<file path="config.mk">
export PLATFORM = sky130hd
export DESIGN_NAME = barrier_release_fanout
export DESIGN_NICKNAME = d
export VERILOG_FILES = /design/src/rtl/bfan_pkg.sv /design/src/rtl/bfan_datapath.sv /design/src/rtl/bfan_ctrl.sv /design/src/rtl/barrier_release_fanout.sv
export SDC_FILE = /design/constraint.sdc
export NUM_CORES = 1
export LEC_CHECK = 0
export BUFFER_PORTS_ARGS = -buffer_cell sky130_fd_sc_hd__buf_2
export CAP_MARGIN = 0
export CORE_MARGIN = 3
export CORE_UTILIZATION = 45
export CTS_CLUSTER_SIZE = 20
export DETAILED_ROUTE_END_ITERATION = 12
export PLACE_DENSITY_LB_ADDON = 0.08
export SETUP_SLACK_MARGIN = 0.15
export SLEW_MARGIN = 20
export SYNTH_ARGS = -nofsm -noshare
export SYNTH_HDL_FRONTEND = slang
export SYNTH_HIERARCHICAL = 1
export SYNTH_SLANG_ARGS = --single-unit
</file>
<file path="constraint.sdc">
create_clock -name clk -period 8.7 [get_ports clk]
set_input_delay 0.87 -clock clk [delete_from_list [all_inputs] [get_ports clk]]
set_output_delay 0.87 -clock clk [all_outputs]
set_load 0.02 [all_outputs]
</file>
<file path="src/rtl/bfan_pkg.sv">
package bfan_pkg;
  localparam int NPORT = 5;
  localparam int NBAR  = 10;
  localparam int IDW   = $clog2(NBAR);
  localparam int SELW  = $clog2(NPORT);

  // strobes from control to datapath
  typedef struct packed {
    logic            fire;  // copies go out, record cleared
    logic            drop;  // release hit an empty record
    logic [SELW-1:0] sel;   // granted input port
  } relStrobe_t;
endpackage

</file>
<file path="src/rtl/bfan_datapath.sv">
module bfan_datapath
  import bfan_pkg::*;
#(
  parameter int NP  = NPORT,
  parameter int NB  = NBAR,
  parameter int IW  = IDW
) (
  input  logic                      clk,
  input  logic                      rstN,
  input  logic [NP-1:0]             acqValid,
  input  logic [NP*IW-1:0]          acqId,
  input  logic [NP*IW-1:0]          relInId,
  input  relStrobe_t                strobe,
  output logic [NP-1:0][NP-1:0]     copyMask,
  output logic [NP-1:0]             relOutValid,
  output logic [NP*IW-1:0]          relOutId,
  output logic                      errPulse
);
  logic [NB-1:0][NP-1:0] statusQ;
  logic [NB-1:0][NP-1:0] setHit;
  logic [NB-1:0]         clrHit;
  logic [IW-1:0]         acqIdA [NP];
  logic [IW-1:0]         relIdA [NP];
  logic [IW-1:0]         selId;
  logic                  errQ;

  for (genvar p = 0; p < NP; p++) begin : g_unpack
    assign acqIdA[p] = acqId[p*IW +: IW];
    assign relIdA[p] = relInId[p*IW +: IW];
  end

  assign selId = relIdA[strobe.sel];

  // per-barrier set and clear events
  for (genvar b = 0; b < NB; b++) begin : g_bar
    for (genvar p = 0; p < NP; p++) begin : g_port
      assign setHit[b][p] = acqValid[p] && (int'(acqIdA[p]) == b);
    end
    assign clrHit[b] = strobe.fire && (int'(selId) == b);

    always_ff @(posedge clk) begin
      if (!rstN) statusQ[b] <= '0;
      else       statusQ[b] <= (statusQ[b] & ~{NP{clrHit[b]}}) | setHit[b];
    end
  end

  // one copier per input port: look up the record for its waiting release
  for (genvar p = 0; p < NP; p++) begin : g_copier
    always_comb begin
      copyMask[p] = '0;
      for (int b = 0; b < NB; b++) begin
        if (int'(relIdA[p]) == b) copyMask[p] = statusQ[b];
      end
    end
  end

  assign relOutValid = strobe.fire ? copyMask[strobe.sel] : '0;
  for (genvar p = 0; p < NP; p++) begin : g_outid
    assign relOutId[p*IW +: IW] = selId;
  end

  always_ff @(posedge clk) begin
    if (!rstN) errQ <= 1'b0;
    else       errQ <= strobe.drop;
  end
  assign errPulse = errQ;


  for (genvar p = 0; p < NP; p++) begin : g_acq_chk
    acq_set_chk: assert property (@(posedge clk) disable iff (!rstN)
      (acqValid[p] && int'(acqIdA[p]) < NB) |=> statusQ[$past(acqIdA[p])][p]);
  end


  record_clear_chk: assert property (@(posedge clk) disable iff (!rstN)
    (strobe.fire && int'(selId) < NB && setHit[selId] == '0)
      |=> statusQ[$past(selId)] == '0);
endmodule

</file>
<file path="src/rtl/bfan_ctrl.sv">
module bfan_ctrl
  import bfan_pkg::*;
#(
  parameter int NP = NPORT
) (
  input  logic                  clk,
  input  logic                  rstN,
  input  logic [NP-1:0]         relInValid,
  input  logic [NP-1:0]         relOutReady,
  input  logic [NP-1:0][NP-1:0] copyMask,
  output relStrobe_t            strobe,
  output logic [NP-1:0]         relInReady
);
  logic            anyReq;
  logic [SELW-1:0] sel;
  logic [NP-1:0]   selMask;
  logic            allReady;
  logic            emptyRec;

  // fixed priority: lowest index wins
  always_comb begin
    anyReq = 1'b0;
    sel    = '0;
    for (int i = NP - 1; i >= 0; i--) begin
      if (relInValid[i]) begin
        anyReq = 1'b1;
        sel    = SELW'(i);
      end
    end
  end

  assign selMask  = copyMask[sel];
  assign allReady = (selMask & ~relOutReady) == '0;
  assign emptyRec = selMask == '0;

  assign strobe.sel  = sel;
  assign strobe.fire = anyReq && !emptyRec && allReady;
  assign strobe.drop = anyReq && emptyRec;

  always_comb begin
    relInReady = '0;
    if (strobe.fire || strobe.drop) relInReady[sel] = 1'b1;
  end


  grant_onehot_chk: assert property (@(posedge clk) disable iff (!rstN)
    $onehot0(relInReady));


  grant_lowest_chk: assert property (@(posedge clk) disable iff (!rstN)
    (relInReady != '0) |-> ((relInValid & (relInReady - 1'b1)) == '0));
endmodule

</file>
<file path="src/rtl/barrier_release_fanout.sv">
module barrier_release_fanout
  import bfan_pkg::*;
(
  input  logic                 clk,
  input  logic                 rstN,
  input  logic [NPORT-1:0]     acqValid,
  input  logic [NPORT*IDW-1:0] acqId,
  input  logic [NPORT-1:0]     relInValid,
  input  logic [NPORT*IDW-1:0] relInId,
  output logic [NPORT-1:0]     relInReady,
  output logic [NPORT-1:0]     relOutValid,
  output logic [NPORT*IDW-1:0] relOutId,
  input  logic [NPORT-1:0]     relOutReady,
  output logic                 errPulse
);
  relStrobe_t                  strobe;
  logic [NPORT-1:0][NPORT-1:0] copyMask;

  bfan_ctrl #(.NP(NPORT)) u_ctrl (
    .clk(clk), .rstN(rstN), .relInValid(relInValid),
    .relOutReady(relOutReady), .copyMask(copyMask),
    .strobe(strobe), .relInReady(relInReady)
  );

  bfan_datapath #(.NP(NPORT), .NB(NBAR), .IW(IDW)) u_dp (
    .clk(clk), .rstN(rstN), .acqValid(acqValid), .acqId(acqId),
    .relInId(relInId), .strobe(strobe), .copyMask(copyMask),
    .relOutValid(relOutValid), .relOutId(relOutId), .errPulse(errPulse)
  );


  atomic_copy_chk: assert property (@(posedge clk) disable iff (!rstN)
    (relOutValid & ~relOutReady) == '0);


  copy_accept_chk: assert property (@(posedge clk) disable iff (!rstN)
    (relOutValid != '0) |-> ((relInValid & relInReady) != '0));


  drop_err_chk: assert property (@(posedge clk) disable iff (!rstN)
    (((relInValid & relInReady) != '0) && relOutValid == '0) |=> errPulse);


  err_cause_chk: assert property (@(posedge clk) disable iff (!rstN)
    errPulse |-> $past(((relInValid & relInReady) != '0) && relOutValid == '0));
endmodule

</file>
After elaboration in Yosys (flattened, before gate mapping)
Cells that the tools add are included.
Operators by class
  bitwise logic cells: 33
  muxes and demuxes: 69
  reduce and logical (&&, ||, !) cells: 79
  equality and inequality tests: 99
  order comparisons: 3
Operators with widths (count)
  5-bit 2-to-1 mux: 53
  4-bit == test, second input constant: 66
  4-bit by 3-bit == test with 1-bit output, second input constant: 22
  1-bit logical AND: 64
  5-bit bitwise AND: 11
  5-bit inverter: 11
  5-bit OR: 10
  4-bit by 2-bit == test with 1-bit output, second input constant: 11
  4-bit logical NOT: 11
  5-bit binary-select mux with 3-bit select: 1
  3-bit 2-to-1 mux: 5
  4-bit binary-select mux with 3-bit select: 1
  5-bit logical NOT: 2
  4-bit 2-to-1 mux: 2
  1-bit 2-to-1 mux: 6
  4-bit >= comparator, second input constant: 1
  3-bit by 4-bit less-than comparator with 1-bit output, second input constant: 1
  3-bit inverter with 4-bit output: 1
  1-bit demux with 3-bit select: 1
  3-bit by 1-bit >= comparator with 1-bit output, second input constant: 1
  1-bit logical NOT: 1
  1-bit logical OR: 1
Word-level totals
  register bits: 51
  logic and storage cells: 294
  output and inout port bits: 31

Logic depth before layout (Yosys ltp)
Gate-level depths: netlist of run 1.
  word-level depth: 21
  gate-level depth with buffers: 20
  gate-level depth less buffers: 16

Hierarchy
The synthesis of run 1 kept the hierarchy.
Modules (own cells, without submodules)
  bfan_datapath: cells each 768, sequential area each 1021.0 um^2, instances 1, area an instance 5734.2 um^2
  bfan_ctrl: cells each 58, sequential area each 0.0 um^2, instances 1, area an instance 374.1 um^2

Worst setup path before layout of run 1
Ideal clock, no wire load.
  path type: input-to-output
  start point: in relInId[8]
  end point: out relOutValid[1]
  cell stages on the path: 17
  setup slack: 3.680 ns
  arrival time: 4.150 ns
  data required time: 7.830 ns
  cell sequence: buf_2 > buf_4 > clkbuf_1 > a21oi_1 > a31oi_1 > o21a_1 > nor2_1 > a22o_1 > a221oi_2 > o221ai_1 > or3_1 > buf_2 > nor2b_1 > inv_1 > a21oi_1 > o2111ai_1 > a2111oi_2
RTL lines
  start, declared: line barrier_release_fanout.sv:9  | input logic [NPORT*IDW-1:0] relInId,
  end, declared: line barrier_release_fanout.sv:11  | output logic [NPORT-1:0] relOutValid,

==> impl_metrics.yaml, run 1 <==
run_status:
  status: "complete, no violations"
drt:
  wire_per_inst_um: 25.4
  routed_wl_um: 25900
  drtAntennaViolNets: 0
  drt-initial-drc-count: 1083
  drc: 0
  vias: 6938
  drt-pass1-iter-count: 6
  viasPerCell: 6.82
critical_path:
  required_ns: 7.83
  worstSetupPathType: "input pin to output port"
  end_kind: "output port"
  crit_fanout: 36
  start_kind: "input pin"
  critPathArrivalTime_ns: 5.02
logic_synthesis:
  synth_area_leaders: "dfxtp_1 17%, a21boi_1 5.0%, nor2b_1 4.4%, nand2_1 4.2%, mux2i_1 4.1%"
  synth_edf_count: 0
  syn_nets: 883
  yosysMostFrequentCell: "nand2_1"
  ys_seq_elements: 51
  synth_area_leader_cell: "dfxtp_1"
  synth_cells: 826
  synthArstFlopShare_pct: 0
  yosys.area.top_type_share_pct: 16.7
  synth_warnings: 6
  yosys.cell_types.count: 83
  syn_area_um2: 6110
  synthTopCellsByCount: "68 x nand2_1, 51 x dfxtp_1, 48 x a21oi_1"
  yosysSeqAreaShare_pct: 16.7
  synthFlopType: "dfxtp_1"
  syn_area_per_cell_um2: 7.40
clocking:
  clk_pin_slew_ns: 0.07
  cts_tree: "yes"
  h-tree-depth: 2
  cts_setup_buffers: 0
  cts.sink_count: 51
  ctsLongestPathBuffers: 2
  cts_made_buffers: 5
  cts.repair.resized: 0
  clockRootBuffer: "clkbuf_16"
  postCtsHoldBufs: 0
  insertion_delay_ns: 0.30
floorplanning:
  start_util_pct: 47.3
  rows: 41
  core_um2: 12900
  fp.dieW_um: 123
  io-pin-count: 88
  die_h_um: 123
  die-area_um2: 15000
timing:
  slew_headroom_pct: 34.6
  setup_violations: 0
  min_period_ns: 5.89
  finalSetupTns_ns: 0
  finalMaxSlewViolations: 0
  worst_slew_pin_slew_ns: 0.978
  hold_viol: 0
  max_freq_mhz: 170
  rsz0062_at_grt: "no"
  fin_skew_ns: 0.00853
  fin_crit_sh_pct: 67.7
global_routing:
  antenna_found_initial: 0
  grt-ovfl-total: 0
  grt_max_degree: 52
  groute.usage.overall_pct: 34.1
  grt_pass1_wl_um: 38100
  grt_pass1_vias: 6190
job:
  drv_cap: 0
placement:
  hpwl_um: 18900
  numPortBuffers: 87
  place_area_um2: 6310
  gp_congestion: 1.04
finish:
  synthToLayoutAreaGrowth_pct: 5.88
  design_area_um2: 6470
  fill_cells: 1327
  nets: 901
  drive_gt1_share_pct: 17.3
  post-route-util_pct: 50.0
min_path:
  worstHoldPathType: "register to register"
pwr:
  p_leak_uw: 0.00239
  ir_drop_mv: 0.101
  p_per_area_nw_per_um2: 111
-- sequential cells by signal, indices dropped and copies added (netlist names) --
register,cells
u_dp/errPulse,1
u_dp/statusQ,50
-- routing by layer --
layer	part of all wire (%)	vias up	wire length [um]	global-route usage [%]
met4	5.5	0	1420	17.6
met2	43	395	11200	50.9
li1	-	3116	-	-
met1	41	3337	10700	47.2
met5	0	-	0	0
met3	9.7	90	2520	5.85
-- cells by family after synthesis --
group                  synth area share (%)
buffers and inverters                  9.55
and+or+nand+nor                        28.0
AOI/OAI and AO/OA                      34.8
DFF                                    16.7
muxes                                  10.9
-- final cells by class --
type                            count  area (um^2)  area share [%]
Multi-Input combinational cell    666         4500            69.6
Sequential cell                    51         1020            15.8
Timing Repair Buffer               88          443            6.85
Tap cell                          172          215            3.33
Clock buffer                        5          125            1.93
Inverter                           32          123            1.90
Clock inverter                      3         33.8           0.522
Antenna cell                        1         2.50          0.0387
-- cells in the final DEF, fill, tap and decap left out, drive strengths merged, types with 17 or more instances in the layout --
cell / n
a21oi: 49
nand2b: 27
mux2i: 25
nor2b: 44
nand2: 68
dfxtp: 51
nand3b: 18
a21boi: 43
o21ai: 81
nand3: 17
a22oi: 18
inv: 33
mux2: 21
nor3b: 17
buf: 88
nor2: 47
-- worst max-delay path: stages --
cell,delay [ns]
buf_2,0.51
inv_1,0.25
o21ai_0,0.29
a21oi_1,0.11
o221ai_1,0.16
a31o_2,0.23
inv_1,0.05
a22o_1,0.22
a221oi_1,0.33
o221ai_1,0.15
or3_1,0.43
nor2b_1,0.31
inv_1,0.16
nor3_1,0.52
a32oi_1,0.09
o21ai_1,0.13
buf_2,0.19
-- final timing paths --
path                     from               end  slack, ns  cells past startpoint
max                relInId[8]    relOutValid[0]       2.81                     17
min          u_dp/statusQ[21]  u_dp/statusQ[21]       0.63                      2
max reg2reg  u_dp/statusQ[26]  u_dp/statusQ[42]       4.11                     16
min reg2reg  u_dp/statusQ[21]  u_dp/statusQ[21]       0.63                      2
-- where the power goes --
part | switching (uW) | internal [uW] | leakage, uW
clock network | 99.8 | 111 | 0.0000776
logic | 165 | 86.8 | 0.00190
registers | 17.7 | 239 | 0.000413
-- per-stage QoR --
step / power (uW) / instances / setup WS, ns / hold slack [ns]
4_1_cts: 717 / 1017 / 2.96 / 0.618
5_1_grt: 751 / 1017 / 2.53 / 0.646
3_5_place_dp: 506 / 1009 / 2.97 / 0.612
3_3_place_gp: 504 / 1009 / 3.19 / 0.612
6_report: 720 / 1018 / 2.81 / 0.631
2_1_floorplan: 439 / 826 / 3.68 / 0.482
Note: power is estimated with default switching activity, not from simulation.
==> inputs of run 2 (changes only) <==
==> constraint.sdc (replaced) <==
create_clock -name clk -period 4.9 [get_ports clk]
set_input_delay 0.49 -clock clk [delete_from_list [all_inputs] [get_ports clk]]
set_output_delay 0.49 -clock clk [all_outputs]
set_load 0.02 [all_outputs]
==> run 2 against run 1 <==
The flow now finishes with violations (design-rule violations); count of clock-buffer cells in the layout rose by 1; core utilization rose by 1.2 points; routed wire length rose by 1.4%; critical path depth did not move; clock power rose by 92%; register-to-register slack got worse by 3.2 ns; critical endpoint unchanged; largest cell class unchanged; largest power group is now combinational logic.
==> impl_metrics.yaml, run 2 (synthesized netlist as in run 1, its figures left out) <==
run_status:
  status: "finished, violations left"
  violations: "design-rule violations"
critical_path:
  worstSetupPathType: "input pin to output port"
  required_ns: 4.41
  start_kind: "input pin"
  crit_fanout: 11
  critPathArrivalTime_ns: 3.97
  end_kind: "output port"
finish:
  layout_commonest_cell: "buf_2"
  layout_common_cells: "82 x buf_2, 68 x nand2_1, 51 x dfxtp_1"
  post-route-util_pct: 51.2
  drive_gt1_share_pct: 19.2
  nets: 915
  largest_reg_flops: 50
  design_area_um2: 6620
  synthToLayoutAreaGrowth_pct: 8.42
  top_register: "u_dp/statusQ"
floorplanning:
  die-area_um2: 15000
  io-pin-count: 88
  start_util_pct: 47.3
  die_h_um: 123
  rows: 41
  core_um2: 12900
  fp.dieW_um: 123
timing:
  timing.hold.ws_ns: 0.473
  slew_headroom_pct: 38.1
  finalMaxSlewViolations: 0
  rsz0062_at_grt: "no"
  min_period_ns: 4.46
  fin_crit_sh_pct: 91.0
  max_freq_mhz: 224
  fin_skew_ns: 0.00564
  hold_viol: 0
  worst_slew_pin_slew_ns: 0.928
  setup_violations: 0
  finalSetupTns_ns: 0
placement:
  hpwl_um: 19400
  place_area_um2: 6410
  numPortBuffers: 87
  gp_congestion: 1.00
job:
  drv_cap: 0
clocking:
  cts.sink_count: 51
  ctsLongestPathBuffers: 2
  clockRootBuffer: "clkbuf_16"
  cts_setup_buffers: 0
  clk_pin_slew_ns: 0.07
  postCtsHoldBufs: 0
  cts.repair.resized: 0
  h-tree-depth: 2
  cts_made_buffers: 5
  insertion_delay_ns: 0.30
  cts_tree: "yes"
drt:
  drc: 2
  drt-pass1-iter-count: 11
  drtAntennaViolNets: 0
  drt-initial-drc-count: 1011
  wire_per_inst_um: 25.4
  vias: 6974
  routed_wl_um: 26200
  viasPerCell: 6.76
pwr:
  ir_drop_mv: 0.177
  p_per_area_nw_per_um2: 200
  p_leak_uw: 0.00247
global_routing:
  groute.usage.overall_pct: 34.5
  antenna_found_initial: 0
  grt_pass1_vias: 6293
  grt_max_degree: 52
  grt_pass1_wl_um: 38400
  grt-ovfl-total: 0
min_path:
  worstHoldPathType: "input pin to register"
run 2: final cells by class:
type / instances / area, um^2
fill: 1354 / 6300
timing repair buffer: 102 / 561
inverter: 32 / 123
antenna: 1 / 2.50
multi-input combinational: 666 / 4530
clock buffer: 6 / 129
sequential: 51 / 1020
clock inverter: 2 / 38.8
tap: 172 / 215
run 2: critical path: stages:
cell and delay, ns:
buf_2 0.22, inv_1 0.18, a2111oi_0 0.49, nor2_1 0.10, a21oi_2 0.23, nor2_1 0.09
nor2b_1 0.18, o21ai_1 0.11, o2111ai_1 0.18, o22ai_1 0.12, or3_4 0.41, nor2b_1 0.16
inv_1 0.12, nor3_1 0.47, a32oi_1 0.10, o21ai_1 0.13, buf_2 0.19
run 2: power by group:
| group | switching (uW) | total, uW | internal, uW |
|---|---|---|---|
| Sequential | 31.1 | 455 | 424 |
| Clock | 163 | 406 | 243 |
| Combinational | 296 | 463 | 166 |
run 2: per-layer routing:
layer  routed length, um  vias up  track usage (%)
li1                    -     3134                -
met1               10200     3297             45.6
met2               11700      452             52.8
met3                2940       91             6.77
met4                1390        0             18.8
met5                   0        -                0
run 2: path summary, 6_finish.rpt:
check	from	endpoint	slack [ns]	depth (start not counted)
worst max-delay path	relInId[8]	relOutValid[0]	0.44	17
worst max register to register	u_dp/statusQ[17]	u_dp/statusQ[49]	0.89	16
worst min-delay path	acqId[5]	u_dp/statusQ[36]	0.47	3
worst min register to register	u_dp/statusQ[24]	u_dp/statusQ[24]	0.66	2
run 2: stage by stage:
stage	worst slack [ns]	power [uW]	instances
finish	0.440	1320	1032
global route	0.151	1380	1031
CTS	0.319	1310	1031
detailed placement	0.333	909	1023
global placement	0.382	906	1023
floorplan	0.640	779	826
==> inputs of run 3 (changes only) <==
--- a/config.mk
+++ b/config.mk
@@ -5,6 +5,7 @@
 export SDC_FILE = /design/constraint.sdc
 export NUM_CORES = 1
 export LEC_CHECK = 0
+export ABC_AREA = 1
 export BUFFER_PORTS_ARGS = -buffer_cell sky130_fd_sc_hd__buf_2
 export CAP_MARGIN = 0
 export CORE_MARGIN = 3
==> run 3 against run 2 <==
The run now ends clean; hold slack lost 0.074 ns; clock skew rose by 0.0014 ns; critical path depth is 4 higher; count of clock-buffer cells in the layout fell by 1; sequential power shrank 2%; final cell count rose by 33%; via count is 4.5% higher; maximum frequency is 12% higher.
==> impl_metrics.yaml, run 3 <==
run_status:
  status: "complete, no violations"
drt:
  drtAntennaViolNets: 0
  viasPerCell: 5.30
  routed_wl_um: 22100
  drc: 0
  drt-initial-drc-count: 959
  wire_per_inst_um: 16.1
  vias: 7291
  drt-pass1-iter-count: 5
floorplanning:
  rows: 41
  die-area_um2: 14600
  start_util_pct: 46.6
  die_h_um: 121
  core_um2: 12700
  io-pin-count: 88
  fp.dieW_um: 121
finish:
  post-route-util_pct: 51.3
  fill_cells: 1496
  nets: 1260
  layout_commonest_cell: "nand2_1"
  multi_input_area_um2: 4020
  largest_reg_flops: 50
  seqCellArea_um2: 1020
  drive_gt1_share_pct: 14.4
  antenna_cells: 0
  top_register: "u_dp/statusQ"
  layout_common_cells: "427 x nand2_1, 160 x inv_1, 131 x nand3_1"
  synthToLayoutAreaGrowth_pct: 10.2
  design_area_um2: 6530
critical_path:
  path_common_cell: "nand2_1"
  cp_top_family: "simple AND/OR/NAND/NOR gates"
  r2r_start: "u_dp/statusQ[0]"
  start_kind: "input pin"
  crit_chain: "buf_2 -> nor2_1 -> nand2_1 -> nor2_1 -> nor2_1 -> nand2_1 -> nand2_1 -> nand3_1 -> nand2_1 -> a21boi_0 -> nand3_1 -> nand2_1 -> inv_2 -> nand2_2 -> nor2_1 -> nand3_1 -> nand2_1 -> nor2_1 -> nand2_1 -> a21oi_1 -> buf_2"
  critPathBufInv: 3
  crit_fanout: 13
  cpMaxStageDelayCell: "nor2_1"
  required_ns: 4.41
  end_kind: "output port"
  critPathLaunch: "relInId[10]"
  critPathArrivalTime_ns: 3.50
  worstSetupPathType: "input pin to output port"
  crit_path_max_incr_delay_ns: 0.59
logic_synthesis:
  synth_edf_count: 0
  synth_area_leaders: "nand2_1 27%, dfxtp_1 17%, nand3_1 11%, inv_1 10%, a21oi_1 7.4%"
  synthMuxAreaShare_pct: 0
  synthFlopType: "dfxtp_1"
  synth-adder-area-share_pct: 0
  yosys.area_share.xor_xnor_pct: 0
  synth_area_leader_cell: "nand2_1"
  synth_cells: 1138
  synth_compound_area_share_pct: 11.6
  synthTopCellsByCount: "427 x nand2_1, 160 x inv_1, 131 x nand3_1"
  syn_nets: 1195
  yosysMostFrequentCell: "nand2_1"
  synth_warnings: 6
  yosys.area.top_type_share_pct: 27.0
  yosys.cell_types.count: 39
  synthArstFlopShare_pct: 0
  ys_seq_elements: 51
  yosys.area_share.simple_pct: 56.3
  yosysSeqAreaShare_pct: 17.2
  syn_area_per_cell_um2: 5.21
  synth_top_family_by_area: "simple AND/OR/NAND/NOR gates"
  syn_area_um2: 5930
min_path:
  min-delay-start: "rstN"
  worstHoldPathType: "input pin to register"
timing:
  fin_skew_ns: 0.00699
  worst_slew_pin_slew_ns: 0.760
  fin_crit_sh_pct: 81.4
  hold_viol: 0
  setup_violations: 0
  max_freq_mhz: 251
  finalMaxSlewViolations: 0
  finalSetupTns_ns: 0
  min_period_ns: 3.99
  rsz0062_at_grt: "no"
  slew_headroom_pct: 49.1
  setup_slack_ns: 0.910
placement:
  gp_congestion: 1.02
  numPortBuffers: 87
  hpwl_um: 18500
  dp_slack_ns: 0.890
  place_area_um2: 6390
global_routing:
  grt-ovfl-total: 0
  groute.usage.overall_pct: 29.7
  grt_pass1_wl_um: 33500
  antenna_found_initial: 0
  grt_pass1_vias: 6247
  grt_max_degree: 51
clocking:
  clockRootBuffer: "clkbuf_16"
  h-tree-depth: 2
  clk_pin_slew_ns: 0.06
  cts_tree: "yes"
  ctsLongestPathBuffers: 2
  cts_setup_buffers: 0
  cts_made_buffers: 5
  cts.sink_count: 51
  insertion_delay_ns: 0.29
  cts.repair.resized: 0
  postCtsHoldBufs: 0
pwr:
  ir_drop_mv: 0.171
  p_leak_uw: 0.00332
  total_power_uw: 1220
  p_per_area_nw_per_um2: 186
job:
  drv_cap: 0
## run 3: cell families (layout without fill, tap and decap cells)
logic type / after synthesis / in the layout
AND/OR/NAND/NOR: 755 / 755
buffers and inverters: 210 / 276
AO/OA/AOI/OAI: 122 / 122
flip-flops: 51 / 51
## run 3: worst paths after layout
kind | slack [ns] | depth (start not counted) | end
worst max-delay path | 0.91 | 21 | relOutValid[3]
worst min-delay path | 0.40 | 3 | u_dp/errPulse
worst max register to register | 1.68 | 22 | u_dp/statusQ[0]
worst min register to register | 0.48 | 2 | u_dp/statusQ[45]
## run 3: final cells by class
class / count / share of cell area, %
Tap cell: 172 / 3.30
Inverter: 178 / 10.2
Timing Repair Buffer: 90 / 7.01
Sequential cell: 51 / 15.6
Clock buffer: 5 / 1.92
Clock inverter: 3 / 0.287
Multi-Input combinational cell: 877 / 61.6
## run 3: worst reg2reg max path: stages (launching register included)
cell      delay (ns)
dfxtp_1         0.53
nand3_1         0.12
nand3_1         0.12
nand2_1         0.09
nand4_1         0.09
nand2_1         0.08
nand3_1         0.10
and2_1          0.13
nand3b_1        0.09
o21ai_1         0.15
inv_1           0.09
nand2_1         0.05
nor2_1          0.09
nor2_1          0.05
nand3_1         0.09
nand2_1         0.06
nor2_1          0.32
inv_1           0.11
or2_4           0.31
nor2_8          0.19
nand2_4         0.10
nand2_1         0.08
a21oi_1         0.06
## run 3: report_power, final
part	switching (uW)	leakage, uW	internal [uW]
clock	151	0.0000740	189
combinational	303	0.00284	129
sequential	19.7	0.000413	424
total	474	0.00332	743
## run 3: per-layer routing
layer | global-route usage, % | vias up | share of wire (%) | routed length [um]
li1 | - | 3688 | - | -
met1 | 42.3 | 3183 | 44 | 9800
met2 | 46.5 | 377 | 42 | 9390
met3 | 4.30 | 43 | 10 | 2280
met4 | 9.21 | 0 | 3.0 | 659
met5 | 0 | - | 0 | 0
## run 3: stage by stage
stage	instances	hold slack, ns
final	1376	0.400
after global routing	1376	0.444
after CTS	1376	0.400
after detailed placement	1368	0.471
after global placement	1368	0.458
after floorplan	1138	0.441
